==> src/rtl/bscan_pkg.sv <==
package bscan_pkg;
  localparam int IR_W          = 2;
  localparam int CELLS_PER_PIN = 3;
  localparam int CELL_IN       = 0;
  localparam int CELL_OUT      = 1;
  localparam int CELL_OE       = 2;

  typedef enum logic [IR_W-1:0] {
    IR_EXTEST = 2'b00,
    IR_SAMPLE = 2'b01,
    IR_UNDEF  = 2'b10,
    IR_BYPASS = 2'b11
  } ir_code_e;

  localparam logic [IR_W-1:0] IR_CAPTURE_PAT = 2'b01;
endpackage

==> src/rtl/bscan_ir.sv <==
module bscan_ir
  import bscan_pkg::*;
(
  input  logic tck,
  input  logic tap_reset,
  input  logic cap_ir,
  input  logic sh_ir,
  input  logic upd_ir,
  input  logic tdi,
  output logic ir_lsb,
  output logic sel_chain,
  output logic sel_extest
);
  logic [IR_W-1:0] ir_sr;
  logic [IR_W-1:0] ir_q;

  always_ff @(posedge tck) begin
    if (tap_reset) begin
      ir_sr <= IR_CAPTURE_PAT;
      ir_q  <= IR_BYPASS;
    end else begin
      if (cap_ir)      ir_sr <= IR_CAPTURE_PAT;
      else if (sh_ir)  ir_sr <= {tdi, ir_sr[IR_W-1:1]};
      if (upd_ir)      ir_q  <= ir_sr;
    end
  end

  assign ir_lsb = ir_sr[0];

  always_comb begin
    sel_chain  = 1'b0;
    sel_extest = 1'b0;
    case (ir_q)
      IR_EXTEST: begin sel_chain = 1'b1; sel_extest = 1'b1; end
      IR_SAMPLE: sel_chain = 1'b1;
      default:   ;
    endcase
  end


  ir_capture_chk: assert property (@(posedge tck) disable iff (tap_reset)
    cap_ir |=> ir_sr == IR_CAPTURE_PAT);


  ir_reset_chk: assert property (@(posedge tck)
    tap_reset |=> ir_q == IR_BYPASS);


  ir_hold_chk: assert property (@(posedge tck) disable iff (tap_reset)
    !upd_ir |=> $stable(ir_q));
endmodule

==> src/rtl/bscan_cells.sv <==
module bscan_cells
  import bscan_pkg::*;
#(
  parameter int NPINS = 4
) (
  input  logic             tck,
  input  logic             tap_reset,
  input  logic             cap_dr,
  input  logic             sh_dr,
  input  logic             upd_dr,
  input  logic             sel_chain,
  input  logic             sel_extest,
  input  logic             tdi,
  input  logic [NPINS-1:0] core_out,
  input  logic [NPINS-1:0] core_oe,
  output logic [NPINS-1:0] core_in,
  input  logic [NPINS-1:0] pad_in,
  output logic [NPINS-1:0] pad_out,
  output logic [NPINS-1:0] pad_oe,
  output logic             chain_lsb
);
  localparam int LEN = NPINS * CELLS_PER_PIN;

  logic [LEN-1:0] shift_q;
  logic [LEN-1:0] hold_q;
  logic [LEN-1:0] snap;

  for (genvar p = 0; p < NPINS; p++) begin : g_pin
    localparam int B = p * CELLS_PER_PIN;
    assign pad_out[p]          = sel_extest ? hold_q[B+CELL_OUT] : core_out[p];
    assign pad_oe[p]           = sel_extest ? hold_q[B+CELL_OE]  : core_oe[p];
    assign core_in[p]          = sel_extest ? hold_q[B+CELL_IN]  : pad_in[p];
    assign snap[B+CELL_IN]     = pad_in[p];
    assign snap[B+CELL_OUT]    = pad_out[p];
    assign snap[B+CELL_OE]     = pad_oe[p];
  end

  always_ff @(posedge tck) begin
    if (cap_dr && sel_chain)     shift_q <= snap;
    else if (sh_dr && sel_chain) shift_q <= {tdi, shift_q[LEN-1:1]};
  end

  always_ff @(posedge tck) begin
    if (tap_reset)                hold_q <= '0;
    else if (upd_dr && sel_chain) hold_q <= shift_q;
  end

  assign chain_lsb = shift_q[0];


  cell_capture_chk: assert property (@(posedge tck) disable iff (tap_reset)
    cap_dr && sel_chain |=> shift_q == $past(snap));


  cell_shift_chk: assert property (@(posedge tck) disable iff (tap_reset)
    sh_dr && sel_chain && !cap_dr |=> shift_q[LEN-1] == $past(tdi));


  cell_hold_chk: assert property (@(posedge tck) disable iff (tap_reset)
    !(upd_dr && sel_chain) |=> $stable(hold_q));
endmodule

==> src/rtl/bscan_pin_reg.sv <==
module bscan_pin_reg
  import bscan_pkg::*;
#(
  parameter int NPINS = 4
) (
  input  logic             tck,
  input  logic             tap_reset,
  input  logic             cap_dr,
  input  logic             sh_dr,
  input  logic             upd_dr,
  input  logic             cap_ir,
  input  logic             sh_ir,
  input  logic             upd_ir,
  input  logic             tdi,
  output logic             tdo,
  input  logic [NPINS-1:0] core_out,
  input  logic [NPINS-1:0] core_oe,
  output logic [NPINS-1:0] core_in,
  input  logic [NPINS-1:0] pad_in,
  output logic [NPINS-1:0] pad_out,
  output logic [NPINS-1:0] pad_oe
);
  logic ir_lsb, sel_chain, sel_extest, chain_lsb;
  logic byp_q, tdo_q;

  bscan_ir u_ir (
    .tck(tck), .tap_reset(tap_reset), .cap_ir(cap_ir), .sh_ir(sh_ir),
    .upd_ir(upd_ir), .tdi(tdi), .ir_lsb(ir_lsb),
    .sel_chain(sel_chain), .sel_extest(sel_extest)
  );

  bscan_cells #(.NPINS(NPINS)) u_cells (
    .tck(tck), .tap_reset(tap_reset), .cap_dr(cap_dr), .sh_dr(sh_dr),
    .upd_dr(upd_dr), .sel_chain(sel_chain), .sel_extest(sel_extest),
    .tdi(tdi), .core_out(core_out), .core_oe(core_oe), .core_in(core_in),
    .pad_in(pad_in), .pad_out(pad_out), .pad_oe(pad_oe),
    .chain_lsb(chain_lsb)
  );

  always_ff @(posedge tck) begin
    if (tap_reset)                 byp_q <= 1'b0;
    else if (cap_dr && !sel_chain) byp_q <= 1'b0;
    else if (sh_dr && !sel_chain)  byp_q <= tdi;
  end

  always_ff @(negedge tck) begin
    if (sh_ir)      tdo_q <= ir_lsb;
    else if (sh_dr) tdo_q <= sel_chain ? chain_lsb : byp_q;
  end

  assign tdo = tdo_q;


  byp_shift_chk: assert property (@(posedge tck) disable iff (tap_reset)
    sh_dr && !cap_dr && !sel_chain |=> byp_q == $past(tdi));


  byp_capture_chk: assert property (@(posedge tck) disable iff (tap_reset)
    cap_dr && !sel_chain |=> !byp_q);
endmodule

==> config.mk <==
export PLATFORM = sky130hd
export DESIGN_NAME = bscan_pin_reg
export DESIGN_NICKNAME = d
export VERILOG_FILES = /design/src/rtl/bscan_pkg.sv /design/src/rtl/bscan_ir.sv /design/src/rtl/bscan_cells.sv /design/src/rtl/bscan_pin_reg.sv
export SDC_FILE = /design/constraint.sdc
export NUM_CORES = 1
export LEC_CHECK = 0
export ABC_AREA = 1
export BUFFER_PORTS_ARGS = -buffer_cell sky130_fd_sc_hd__clkbuf_2
export CAP_MARGIN = 20
export CORE_MARGIN = 10
export CORE_UTILIZATION = 45
export CTS_CLUSTER_SIZE = 8
export DETAILED_ROUTE_END_ITERATION = 16
export PLACE_DENSITY = 0.72
export SLEW_MARGIN = 20
export SYNTH_ARGS = -nofsm -noshare
export SYNTH_HDL_FRONTEND = slang
export SYNTH_SLANG_ARGS = --single-unit
==> constraint.sdc <==
create_clock -name tck -period 2.3 [get_ports tck]
set_clock_uncertainty 0.1 [all_clocks]
set_input_delay 0.345 -clock tck [delete_from_list [all_inputs] [get_ports tck]]
set_output_delay 0.345 -clock tck [all_outputs]
set_load 0.02 [all_outputs]
==> results_dict.tcl, run 1 <==
set metrics [dict create \
    status "complete, but fails checks" \
    violations "negative setup slack" \
    hold_path.class "in -> reg" \
    seq_power_share 0.545 \
    setup-tns-final_ps -168 \
    drv_slew 0 \
    first_iter_violations 58 \
    dr.pass1.iters 4 \
    crit_buf_inv 1 \
    clk-insertion-delay-late_ps 320 \
    via_per_inst 4.69 \
    p_sw_frac 0.277 \
    switching_power_mw 0.315 \
    seq_area_frac_synth 0.501 \
    drt_wl_total_um 3220 \
    die_area_um2 5920 \
    die_w_um 76.9 \
    slew_headroom 0.432 \
    cts.repair.resized 0 \
    cts_max_level 2 \
    place_area_um2 1650 \
    fp.dieH_um 76.9 \
    drc 0 \
    netlist_instances 191 \
    worst_setup_path_start_kind "register" \
    dp_slack_ps 85.7 \
    cts_root_buf "clkbuf_4" \
    ys_ff_latch 30 \
    rows 20 \
    dp.final_hpwl_um 2430 \
    cts_setup_buffers 0 \
    stdcell_count 273 \
    fin_ws_ps -168 \
    gr-total-overflow 0 \
    clk_pin_slew_worst_paths_ps 80 \
    synth_compound_area_frac 0.0944 \
    worstSetupEndpointType "output port" \
    cp.required_ps 1860 \
    slowest_stage "edfxtp_1" \
    start_util 0.474 \
    globalplace.congestion 0.822 \
    intPower_mw 0.824 \
    synth_mux_area_frac 0 \
    hold_viol 0 \
    nNetsFinal 249 \
    post-route-util 0.557 \
    grt_max_degree 19 \
    clkPwrFrac 0.292 \
    crit_path_cell_trace "buf_6" \
    yosysUniqueCellTypes 19 \
    crit_path_max_fanout 1 \
    hold_ws_ps 147 \
    combPwrFrac 0.163 \
    synth_area_um2 1460 \
    clockBufferDepth 2 \
    areaGrowthSynthToFinish_pct 17.5 \
    antenna_found_initial 0 \
    synth_fp_nets 212 \
    synth_top_family_by_area "simple AND/OR/NAND/NOR gates" \
    grt_pass1_vias 1272 \
    num_antenna_cells 0 \
    cts.sinks 30 \
    vias 1281 \
    post_drt_wl_per_cell_um 11.8 \
    place_inst 265 \
    synth_xor_area_frac 0 \
    max_stage_delay_ps 370 \
    yosys.area_share.simple 0.297 \
    coreArea_um2 3080 \
    synth_fa_ha_area_frac 0 \
    power_mw 1.14 \
    syn_area_per_cell_um2 7.63 \
    cap_violations 0 \
    hold_buffers 0 \
    drtAntennaViolNets 0 \
    crit_family "flip-flops" \
    grt_pass1_wl_um 5780 \
    final_area_um2 1710 \
    portBuffers 33 \
    cts_inserted_buffers 5 \
    setup_viol 1 \
    fill_cells 324 \
    ios 34 \
    grt.total_usage 0.118 \
    tightest_slew_ps 843 \
    arrival_ps 2020 \
    leakage_nw 0.840 \
    crit_type "reg -> out" \
    ir_drop_v 0.000384 \
    drive_gt1_frac 0.205 \
    ys_warn_count 0 \
    cellPowerDensity_nw_per_um2 665 \
    rsz0062_at_grt "true" \
    cts_tree "yes" \
]
==> path summary, 6_finish.rpt <==
check                         start                end  slack (ps)  cells past startpoint
hold / removal               cap_ir      u_ir.ir_sr[0]         150                      3
setup / recovery                tdo                tdo        -170                      1
hold reg to reg   u_cells.hold_q[2]  u_cells.hold_q[2]         390                      2
setup reg to reg       u_ir.ir_q[1]                tdo         140                      3
==> routing by layer <==
metal  GRT usage  routed length (µm)  share of wire
met2       0.195                1580           0.49
met4      0.0613                  66          0.020
met1       0.133                1360           0.42
met5           0                   0              0
met3      0.0361                 214          0.066
==> kinds of logic (layout without fill, tap and decap cells) <==
group	after synthesis	after routing
and+or+nand+nor	100	100
DFF	30	30
AOI/OAI and AO/OA	27	27
buffers and inverters	34	72
==> sequential cells by signal (all words and copies together), names as in the netlist <==
signal / flops
u_cells.hold_q: 12
u_cells.shift_q: 12
u_ir.ir_sr: 2
byp_q: 1
u_ir.ir_q: 2
tdo: 1
==> worst reg2reg max path: stages (launching register included) <==
cell	delay, ps
dfxtp_1	450
nand2_1	100
o211ai_1	100
nand2_1	60
==> synth_stat cells (all sizes together) <==
library cell	instances	area, µm²
clkbuf	1	3.75
edfxtp	13	390
dfxtp	17	340
buf	4	41.3
nand3	10	50.1
a21oi	2	10.0
nand2	52	213
o211ai	1	7.51
inv	29	111
o21ai	24	120
nor2	30	120
and2	8	50.1
==> final cells by class <==
cell class                      instances  area, µm²  area share
Clock buffer                            8       58.8      0.0343
Clock inverter                          1       3.75     0.00219
Inverter                               28        108      0.0628
Multi-Input combinational cell        127        571       0.333
Sequential cell                        30        731       0.427
Tap cell                               44       55.1      0.0321
Timing Repair Buffer                   35        186       0.109
==> power by group through the flow <==
stage / sequential, mW / combinational (mW) / clock (mW)
finish: 0.621 / 0.185 / 0.333
global route: 0.626 / 0.214 / 0.367
CTS: 0.620 / 0.187 / 0.338
detailed placement: 0.632 / 0.187 / 0.00539
global placement: 0.631 / 0.183 / 0.00539
floorplan: 0.632 / 0.124 / 0.00539
==> cells in the final DEF (no fill, tap or decap) <==
cell type / n
nand2_2: 1
nand2_1: 49
o21ai_0: 20
clkbuf_8: 1
inv_2: 1
o21ai_1: 4
nand2_4: 2
o211ai_1: 1
buf_6: 1
and2_1: 8
nor2_1: 29
a21oi_1: 2
clkbuf_2: 32
dfxtp_1: 17
clkbuf_4: 5
buf_4: 2
inv_4: 1
nor2_4: 1
edfxtp_1: 13
inv_1: 27
clkbuf_1: 2
nand3_1: 10
No activity file was read; power rests on OpenSTA's default activity.
==> run 2, diff against run 1 <==
--- a/config.mk
+++ b/config.mk
@@ -8,7 +8,7 @@
 export ABC_AREA = 1
 export BUFFER_PORTS_ARGS = -buffer_cell sky130_fd_sc_hd__clkbuf_2
 export CAP_MARGIN = 20
-export CORE_MARGIN = 10
+export CORE_MARGIN = 5
 export CORE_UTILIZATION = 45
 export CTS_CLUSTER_SIZE = 8
 export DETAILED_ROUTE_END_ITERATION = 16
==> results_dict.tcl, run 2 (synthesized netlist as in run 1, its figures left out) <==
set metrics [dict create \
    drtAntennaViolNets 0 \
    ios 34 \
    worstSetupEndpointType "output port" \
    drc 0 \
    worst_setup_path_start_kind "register" \
    hold_path.class "in -> reg" \
    final_area_um2 1700 \
    cts_max_level 2 \
    cts_inserted_buffers 5 \
    reg.largest.list "u_cells.hold_q: 12 flops, u_cells.shift_q: 12 flops" \
    crit_path_max_fanout 1 \
    cts_tree "yes" \
    dr.pass1.iters 4 \
    clk-insertion-delay-late_ps 330 \
    setup-tns-final_ps -172 \
    antenna_found_initial 0 \
    violations "negative setup slack" \
    switching_power_mw 0.318 \
    coreArea_um2 3080 \
    status "complete, but fails checks" \
    drt_wl_total_um 3060 \
    start_util 0.474 \
    cts.sinks 30 \
    die_area_um2 4480 \
    die_w_um 66.9 \
    crit_buf_inv 1 \
    rsz0062_at_grt "true" \
    tightest_slew_ps 361 \
    clockBufferDepth 2 \
    leakage_nw 0.835 \
    via_per_inst 4.51 \
    grt.total_usage 0.160 \
    cp.required_ps 1860 \
    rows 20 \
    ir_drop_v 0.000347 \
    crit_type "reg -> out" \
    p_sw_frac 0.288 \
    intPower_mw 0.785 \
    combPwrFrac 0.167 \
    areaGrowthSynthToFinish_pct 16.5 \
    seq_power_share 0.562 \
    nNetsFinal 249 \
    clkPwrFrac 0.271 \
    cts_setup_buffers 0 \
    first_iter_violations 59 \
    hold_buffers 0 \
    fin_ws_ps -172 \
    grt_pass1_vias 1124 \
    drive_gt1_frac 0.205 \
    max_stage_delay_ps 340 \
    grt_pass1_wl_um 5210 \
    cellPowerDensity_nw_per_um2 650 \
    slowest_stage "edfxtp_1" \
    post-route-util 0.552 \
    cap_violations 0 \
    globalplace.congestion 0.797 \
    vias 1231 \
    slew_headroom 0.759 \
    post_drt_wl_per_cell_um 11.2 \
    gr-total-overflow 0 \
    place_area_um2 1650 \
    num_antenna_cells 0 \
    clk_pin_slew_worst_paths_ps 90 \
    cts_root_buf "clkbuf_4" \
    layout_commonest_cell "nand2_1" \
    grt_max_degree 19 \
    most-common-layout-cells "49 x nand2_1, 32 x clkbuf_2, 29 x nor2_1, 27 x inv_1, 20 x o21ai_0" \
    dp.final_hpwl_um 2230 \
    setup_viol 1 \
    hold_viol 0 \
    portBuffers 33 \
    crit_family "flip-flops" \
    crit_path_cell_trace "buf_2" \
    fp.dieH_um 66.9 \
    arrival_ps 2030 \
    drv_slew 0 \
]
==> run 2: cell types whose count changed in the layout (fill, tap and decap cells not counted), sizes merged <==
cell / change
clkinv: +2
clkbuf: -2
==> run 2: final cells by class <==
class / count / area (µm²)
clock buffer: 6 / 41.3
clock inverter: 3 / 12.5
fill: 325 / 1380
inverter: 28 / 108
multi-input combinational: 127 / 571
sequential: 30 / 731
tap: 44 / 55.1
timing repair buffer: 35 / 180
==> run 2: metal layers <==
layer / global-route usage / wire length [µm] / share of wire
met1: 0.210 / 1510 / 0.49
met4: 0.0987 / 73 / 0.024
met5: 0 / 0 / 0
met3: 0.0320 / 95 / 0.031
met2: 0.240 / 1380 / 0.45
==> run 2: stage by stage <==
stage	hold WS [ps]	std cells	total power [mW]	setup WS, ps
after floorplan	345	191	0.761	113
after global placement	361	265	0.819	111
after detailed placement	372	265	0.822	90.5
after CTS	123	273	1.11	-193
after global routing	134	273	1.18	-227
final	134	273	1.10	-172
==> run 2: worst paths after layout <==
path	depth (start not counted)	startpoint	slack, ps	endpoint
worst max-delay path	1	tdo	-170	tdo
worst min register to register	2	u_cells.hold_q[1]	390	u_cells.hold_q[1]
worst max register to register	3	u_ir.ir_q[1]	210	tdo
worst min-delay path	3	cap_ir	130	u_ir.ir_sr[0]
==> run 2: what timing repair did <==
item                       CTS  global route
setup endpoints to repair    1             1
gates resized for setup      0             1
gates cloned                 0             0
==> run 2: power by group through the flow <==
stage	logic [mW]	registers (mW)	clock network (mW)
3_5_place_dp	0.186	0.632	0.00539
4_1_cts	0.187	0.619	0.306
6_report	0.184	0.620	0.299
3_3_place_gp	0.184	0.630	0.00539
2_1_floorplan	0.124	0.632	0.00539
5_1_grt	0.210	0.624	0.345
==> run 3, diff against run 2 <==
--- a/config.mk
+++ b/config.mk
@@ -13,7 +13,8 @@
 export CTS_CLUSTER_SIZE = 8
 export DETAILED_ROUTE_END_ITERATION = 16
 export PLACE_DENSITY = 0.72
-export SLEW_MARGIN = 20
+export SETUP_SLACK_MARGIN = 0.2
+export SLEW_MARGIN = 40
 export SYNTH_ARGS = -nofsm -noshare
 export SYNTH_HDL_FRONTEND = slang
 export SYNTH_SLANG_ARGS = --single-unit
==> constraint.sdc (replaced) <==
create_clock -name tck -period 2.3 [get_ports tck]
set_clock_uncertainty 0.1 [all_clocks]
set_input_delay 0.46 -clock tck [delete_from_list [all_inputs] [get_ports tck]]
set_output_delay 0.46 -clock tck [all_outputs]
set_load 0.02 [all_outputs]
==> results_dict.tcl, run 3 (synthesized netlist as in run 1, its figures left out) <==
set metrics [dict create \
    most-common-layout-cells "49 x nand2_1, 32 x clkbuf_2, 29 x nor2_1, 27 x inv_1, 20 x o21ai_0" \
    cp.required_ps 1740 \
    worst_setup_path_start_kind "register" \
    tightest_slew_ps 375 \
    cts_tree "yes" \
    coreArea_um2 3080 \
    num_antenna_cells 0 \
    cts_inserted_buffers 5 \
    drt_wl_total_um 3030 \
    setup_viol 1 \
    die_area_um2 4480 \
    die_w_um 66.9 \
    cellPowerDensity_nw_per_um2 649 \
    cap_violations 0 \
    ios 34 \
    portBuffers 33 \
    grt_pass1_vias 1203 \
    vias 1272 \
    post-route-util 0.565 \
    crit_type "reg -> out" \
    violations "negative setup slack" \
    status "complete, but fails checks" \
    max_stage_delay_ps 340 \
    drc 0 \
    start_util 0.474 \
    ir_drop_v 0.000368 \
    drtAntennaViolNets 0 \
    cts_max_level 2 \
    globalplace.congestion 0.783 \
    dr.pass1.iters 4 \
    gr-total-overflow 0 \
    first_iter_violations 44 \
    fin_ws_ps -280 \
    reg.largest.list "u_cells.hold_q: 12 flops, u_cells.shift_q: 12 flops" \
    worstSetupEndpointType "output port" \
    crit_buf_inv 1 \
    crit_path_cell_trace "buf_2" \
    drv_slew 0 \
    clk_pin_slew_worst_paths_ps 80 \
    dp.final_hpwl_um 2150 \
    crit_path_max_fanout 1 \
    slew_headroom 0.750 \
    arrival_ps 2020 \
    rows 20 \
    rsz0062_at_grt "true" \
    layout_commonest_cell "nand2_1" \
    drive_gt1_frac 0.216 \
    cts_root_buf "clkbuf_4" \
    antenna_found_initial 0 \
    power_mw 1.13 \
    grt.total_usage 0.160 \
    crit_family "flip-flops" \
    clk-insertion-delay-late_ps 320 \
    slowest_stage "edfxtp_1" \
    hold_viol 0 \
    cts.sinks 30 \
    hold_ws_ps 256 \
    post_drt_wl_per_cell_um 11.0 \
    leakage_nw 0.852 \
    fp.dieH_um 66.9 \
    grt_pass1_wl_um 5260 \
    hold_path.class "in -> reg" \
    grt_max_degree 19 \
    nNetsFinal 251 \
    clockBufferDepth 2 \
    areaGrowthSynthToFinish_pct 19.2 \
    via_per_inst 4.63 \
]
-- run 3: report_power, final --
| part | switching [mW] | internal, mW |
|---|---|---|
| Clock | 0.169 | 0.153 |
| Sequential | 0.0200 | 0.601 |
| Combinational | 0.115 | 0.0701 |
-- run 3: routing by layer --
| layer | vias up | wire length (µm) | track usage |
|---|---|---|---|
| li1 | 671 | - | - |
| met1 | 569 | 1350 | 0.204 |
| met2 | 28 | 1500 | 0.255 |
| met3 | 4 | 139 | 0.0354 |
| met4 | 0 | 43 | 0.0759 |
| met5 | - | 0 | 0 |
-- run 3: final cells by class --
class                           instances  area [µm²]
Inverter                               28         108
Tap cell                               44        55.1
Timing Repair Buffer                   37         208
Sequential cell                        30         734
Multi-Input combinational cell        127         571
Clock buffer                            8        58.8
Clock inverter                          1        3.75
Fill cell                             319        1340
-- run 3: repair_timing --
item	4_1_cts	5_1_grt
pin swaps	0	1
setup endpoints to repair	2	14
gates resized for setup	1	1
hold buffers	0	0
setup buffers	0	2
-- run 3: stage by stage --
step                      TNS [ps]  area, µm²  std cells  worst slack (ps)
final                         -280       1740        275              -280
after global routing          -347       1740        275              -347
after CTS                     -299       1710        273              -299
after detailed placement     -3.48       1650        265             -3.48
after global placement           0       1650        265              16.5
after floorplan                  0       1460        191               141
-- run 3: path summary, 6_finish.rpt --
path / startpoint / endpoint / slack, ps / cells past startpoint
max: tdo / tdo / -280 / 1
min: upd_ir / u_ir.ir_q[1] / 260 / 2
max reg2reg: u_cells.shift_q[0] / tdo / 210 / 2
min reg2reg: u_cells.hold_q[4] / u_cells.hold_q[4] / 390 / 2
